--- config.mk ---
export PLATFORM = sky130hd
export DESIGN_NAME = smul_serial
export DESIGN_NICKNAME = d
export VERILOG_FILES = /design/src/rtl/smul_pkg.sv /design/src/rtl/smul_mag.sv /design/src/rtl/smul_step.sv /design/src/rtl/smul_sign_fix.sv /design/src/rtl/smul_serial.sv
export SDC_FILE = /design/constraint.sdc
export NUM_CORES = 1
export LEC_CHECK = 0
export BUFFER_PORTS_ARGS = -buffer_cell sky130_fd_sc_hd__buf_2
export CAP_MARGIN = 20
export CORE_MARGIN = 8
export CORE_UTILIZATION = 52
export DETAILED_ROUTE_END_ITERATION = 8
export PLACE_DENSITY = 0.84
export SLEW_MARGIN = 15
export SYNTH_ARGS = -nofsm -noshare
export SYNTH_HDL_FRONTEND = slang
export SYNTH_SLANG_ARGS = --single-unit
--- constraint.sdc ---
create_clock -name clk -period 2.28 [get_ports clk]
set_input_delay 0.684 -clock clk [delete_from_list [all_inputs] [get_ports clk]]
set_output_delay 0.684 -clock clk [all_outputs]
set_load 0.01 [all_outputs]
--- src/rtl/smul_pkg.sv ---
package smul_pkg;
    typedef enum logic [1:0] {
        ST_IDLE = 2'd0,
        ST_RUN  = 2'd1,
        ST_FIX  = 2'd2
    } smul_state_e;
endpackage

--- src/rtl/smul_mag.sv ---
// Two's-complement operand to unsigned magnitude plus sign flag.
module smul_mag #(
    parameter int W = 8
) (
    input  logic [W-1:0] val,
    output logic [W-1:0] mag,
    output logic         neg
);
    always_comb begin
        neg = val[W-1];
        mag = neg ? (~val + W'(1)) : val;
    end
endmodule

--- src/rtl/smul_step.sv ---
// One add-and-shift iteration of the unsigned core.
module smul_step #(
    parameter int W = 8
) (
    input  logic [2*W-1:0] acc,
    input  logic [W-1:0]   mcand,
    output logic [2*W-1:0] nxt
);
    logic [W:0] sum;
    logic [W:0] addend;

    always_comb begin
        addend = acc[0] ? {1'b0, mcand} : '0;
        sum    = {1'b0, acc[2*W-1:W]} + addend;
        nxt    = {sum, acc[W-1:1]};
    end
endmodule

--- src/rtl/smul_sign_fix.sv ---
// Conditional negation of the unsigned product.
module smul_sign_fix #(
    parameter int W = 16
) (
    input  logic [W-1:0] val,
    input  logic         neg,
    output logic [W-1:0] res
);
    always_comb res = neg ? (~val + W'(1)) : val;
endmodule

--- src/rtl/smul_serial.sv ---
module smul_serial
    import smul_pkg::*;
#(
    parameter int N = 8
) (
    input  logic           clk,
    input  logic           rst,
    input  logic           start,
    input  logic [N-1:0]   op_a,
    input  logic [N-1:0]   op_b,
    output logic           busy,
    output logic           done,
    output logic [2*N-1:0] product
);
    localparam int PW = 2 * N;
    localparam int CW = $clog2(N + 1);
    localparam logic [CW-1:0] LAST_ITER = CW'(N - 1);

    smul_state_e state_q, state_d;

    logic [PW-1:0] acc_q;
    logic [N-1:0]  mcand_q;
    logic          neg_q;
    logic [CW-1:0] iter_q;
    logic          done_q;

    logic [N-1:0]  a_mag, b_mag;
    logic          a_neg, b_neg;
    logic [PW-1:0] step_nxt;
    logic [PW-1:0] fix_res;

    smul_mag #(.W(N)) u_mag_a (.val(op_a), .mag(a_mag), .neg(a_neg));
    smul_mag #(.W(N)) u_mag_b (.val(op_b), .mag(b_mag), .neg(b_neg));

    smul_step #(.W(N)) u_step (.acc(acc_q), .mcand(mcand_q), .nxt(step_nxt));

    smul_sign_fix #(.W(PW)) u_fix (.val(acc_q), .neg(neg_q), .res(fix_res));

    // State register
    always_ff @(posedge clk) begin
        if (rst) state_q <= ST_IDLE;
        else     state_q <= state_d;
    end

    // Transitions
    always_comb begin
        state_d = state_q;
        unique case (state_q)
            ST_IDLE: if (start) state_d = ST_RUN;
            ST_RUN:  if (iter_q == LAST_ITER) state_d = ST_FIX;
            ST_FIX:  state_d = ST_IDLE;
            default: state_d = ST_IDLE;
        endcase
    end

    // Datapath and outputs
    always_ff @(posedge clk) begin
        if (rst) begin
            acc_q   <= '0;
            mcand_q <= '0;
            neg_q   <= 1'b0;
            iter_q  <= '0;
            done_q  <= 1'b0;
        end else begin
            done_q <= 1'b0;
            unique case (state_q)
                ST_IDLE: begin
                    if (start) begin
                        acc_q   <= {{N{1'b0}}, a_mag};
                        mcand_q <= b_mag;
                        neg_q   <= a_neg ^ b_neg;
                        iter_q  <= '0;
                    end
                end
                ST_RUN: begin
                    acc_q  <= step_nxt;
                    iter_q <= iter_q + CW'(1);
                end
                ST_FIX: begin
                    acc_q  <= fix_res;
                    done_q <= 1'b1;
                end
                default: ;
            endcase
        end
    end

    assign busy    = (state_q != ST_IDLE);
    assign done    = done_q;
    assign product = acc_q;
endmodule

==> summary.md <==
| Metric | Value |
|---|---|
| Post-detailed-route wirelength per cell | 15.3 um |
| Synth async-reset ratio | 0% |
| Post-CTS resize count | 0 |
| DPL Wire Length | ~4700 um |
| Min Hold Slack | 0.463 ns |
| Max-cap violations | 0 |
| Core Util, Final | 60.5% |
| Slowest-stage cell, CP | or4_1 |
| Worst Setup End Kind | flip-flop |
| Hold_sp | mcand_q[0] |
| # clock sinks | 32 |
| Via count of the first global-routing pass | 2398 |
| Post-synthesis mux area share | 1.63% |
| Flip-flop and latch count after synthesis | 32 |
| Slew Limit Fails | 0 |
| Worst r2r src | product[0] |
| DR pass1 iterations | 4 |
| Mapped Area | approximately 2500 um^2 |
| H-tree depth | 2 |
| CTS buffer count | 5 |
| Rows | 25 |
| Largest area contributor in the netlist | dfxtp_1 |
| Final Cycle Share | 93.6% |
| Worst Skew | 0.00961 ns |
| Largest cells by area after synthesis | dfxtp_1 26%, ha_1 7.6%, nor2_1 4.4% |
| Synth Area in Adders | 8.45% |
| Worst-path cell chain | and2_1 > ha_1 > inv_1 > fa_1 > nor2b_1 > o31a_1 > or4_1 > a31oi_1 > o22ai_1 |
| DIE HEIGHT | roughly 85 um |
| Share of cells above drive strength 1 | between 10% and 20% |
| Via density | 6.07 |
| Num ports | 37 |
| Hold Path Depth | 2 |
| Highest clock rate | 468 MHz |
| Synth Flop Type | dfxtp_1 |
| Postcts setup bufs | 0 |
| Layout Cells excl Fill | 406 |
| PD cells | 560 nW/um^2 |
| R2R Setup Slk | between 0.1 and 0.15 ns |
| Min-delay worst type | reg2reg |
| Die W | 84.7 um |
| Post-synthesis compound-gate area fraction | 25.5% |
| CTS Buffer Depth | 2 |
| Syn avg cell area | 7.83 um^2 |
| CP peak stage delay | 0.40 ns |
| Most frequent cells in the layout | 36 x buf_2, 32 x dfxtp_1, 29 x nor2_1 |
| Min-Delay Endpoint | mcand_q[0] |
| Leak | 0.00124 uW |
| Gp weighted congestion | 0.879 |
| Initial antenna violation count | 0 |
| RSZ-0062 raised after global routing | no |
| Hold buffer count at CTS | 0 |
| Status | finished clean |
| CP delay by family, top | simple AND/OR/NAND/NOR gates |
| Simple-gate portion of the synthesized area | between 20% and 30% |
| Top cell type's share of synthesized area | 26.1% |
| Port bufs | 36 |
| Data arrival, critical path | between 2 and 2.5 ns |
| Cell Area, Placed | 2710 um^2 |
| Max FO, Critical Path | 9 |
| First-pass GRT wire length | 10700 um |
| Final setup fails | 0 |
| Total GRT Usage | between 10% and 20% |
| Netlist cell types | 55 |
| Final net count | between 300 and 400 |
| Initial DRC Count | 243 |
| Worst Path Required | 2.45 ns |
| XOR/XNOR share of the synthesized area | between 7 and 8% |
| Worst-path clk slew | 0.07 ns |
| Synth Net Count | 349 |
| Layout area overhead | 14.1% |
| Design area | 2800 um^2 |
| Placed cells | 398 |
| FF-to-FF End | product[15] |
| Antenna diodes | 0 |
| Vias | 2466 |
| Final Hold Fails | 0 |
| Max VDD drop | 0.290 mV |
| Synth warn | 0 |
| Most common cell after layout, fill and taps aside | buf_2 |
| Post-route ant nets | 0 |
| Crit path launch type | flip-flop |
| Seq/Total Area, Yosys | 26.1% |
| Remaining Overflow, GRT | 0 |
| Largest family of logic cells by synthesized area | compound AO/OA/AOI/OAI gates |
| Worst slew pin tran | 0.479 ns |
| Initial cell density of the core | between 50% and 60% |
| Buf/Inv on CP | 1 |
| Final setup TNS | 0 ns |
| CTS tree | done |
| Post-synth EDFFs | 0 |
| Die ar. | 7180 um^2 |
| Mapped Cells | around 310 |
| CTS root buf | clkbuf_8 |
| Largest net degree at the start of global routing | 23 |
| Slew HR | 68.0% |
| WS Path Type | reg2reg |
| Final WL | 6210 um |
| Drt drc | 0 |
| Core Footprint | 4630 um^2 |
| R2R depth | 9 |
| Clk Latency, worst-skew pair | approximately 0.3 ns |
| Final worst path period need | 2.13 ns |
[worst min-delay path, delay by kind of cell, from the launching register on]
| family | cells | cell delay (ns) |
|---|---|---|
| AO/OA/AOI/OAI | 1 | 0.05 |
| flip-flops | 1 | 0.31 |
| AND/OR/NAND/NOR | 1 | 0.05 |
[cells by family (layout without fill, tap and decap cells)]
logic type / after synthesis / in the layout
xor+xnor: 20 / 20
simple gates: 112 / 112
flops: 32 / 32
mux: 4 / 4
compound gates: 91 / 91
fa+ha+maj: 16 / 16
buf+inv: 39 / 77
[flip-flops by register name (all words and copies together), names as in the netlist]
signal / count
product: 16
mcand_q: 8
iter_q: 4
state_q: 2
done: 1
neg_q: 1
[layout make-up]
class / instances / area (um^2)
inverter: 19 / 71.3
clock buffer: 6 / 82.6
timing repair buffer: 50 / 285
tap: 54 / 67.6
multi-input combinational: 243 / 1650
sequential: 32 / 641
clock inverter: 2 / 10.0
fill: 420 / 1830
[per-stage QoR]
| stage | worst slack [ns] | total power [uW] |
|---|---|---|
| 4_1_cts | 0.143 | 1570 |
| 3_3_place_gp | 0.201 | 1090 |
| 2_1_floorplan | 0.101 | 986 |
| 3_5_place_dp | 0.159 | 1110 |
| 5_1_grt | 0.00534 | 1660 |
| 6_report | 0.145 | 1570 |
[cells in the mapped netlist (3+ instances only)]
master / number
nor4_1: 3
a32oi_1: 3
o31ai_1: 5
xnor2_1: 10
inv_1: 19
o21ai_0: 13
nand3_1: 4
nor3_1: 11
buf_4: 3
nand2b_1: 8
mux2i_1: 4
clkbuf_1: 10
a31oi_1: 4
a21oi_1: 20
and3_1: 5
and2_1: 8
nor2_1: 29
dfxtp_1: 32
ha_1: 15
o22ai_1: 4
a21o_1: 4
buf_2: 5
or3_1: 5
a211oi_1: 13
nand2_1: 21
xor2_1: 10
a221oi_1: 3
nand4_1: 5
[worst max-delay path by stage]
stage / from / end / slack [ns] / cells past startpoint
finish: product[0] / product[15] / 0.15 / 9
global route: product[0] / product[15] / 0.005 / 9
detailed placement: product[0] / product[15] / 0.16 / 9
CTS: product[0] / product[15] / 0.14 / 9
floorplan: product[0] / product[15] / 0.10 / 10
global placement: product[0] / product[15] / 0.20 / 9
[routing by layer]
| layer | vias to the layer above | GRT usage (%) | share of wire [%] |
|---|---|---|---|
| met3 | 17 | 4.59 | 9.3 |
| met1 | 1124 | 21.2 | 42 |
| met4 | 0 | 8.74 | 2.7 |
| li1 | 1226 | - | - |
| met2 | 99 | 29.4 | 46 |
| met5 | - | 0 | 0 |
[power breakdown]
| part | internal, uW | leakage [uW] | switching (uW) | total (uW) |
|---|---|---|---|---|
| Clock | 241 | 0.0000510 | 225 | 466 |
| Combinational | 195 | 0.000932 | 262 | 457 |
| Sequential | 594 | 0.000262 | 52.6 | 647 |
No activity file was read; power rests on OpenSTA's default activity.
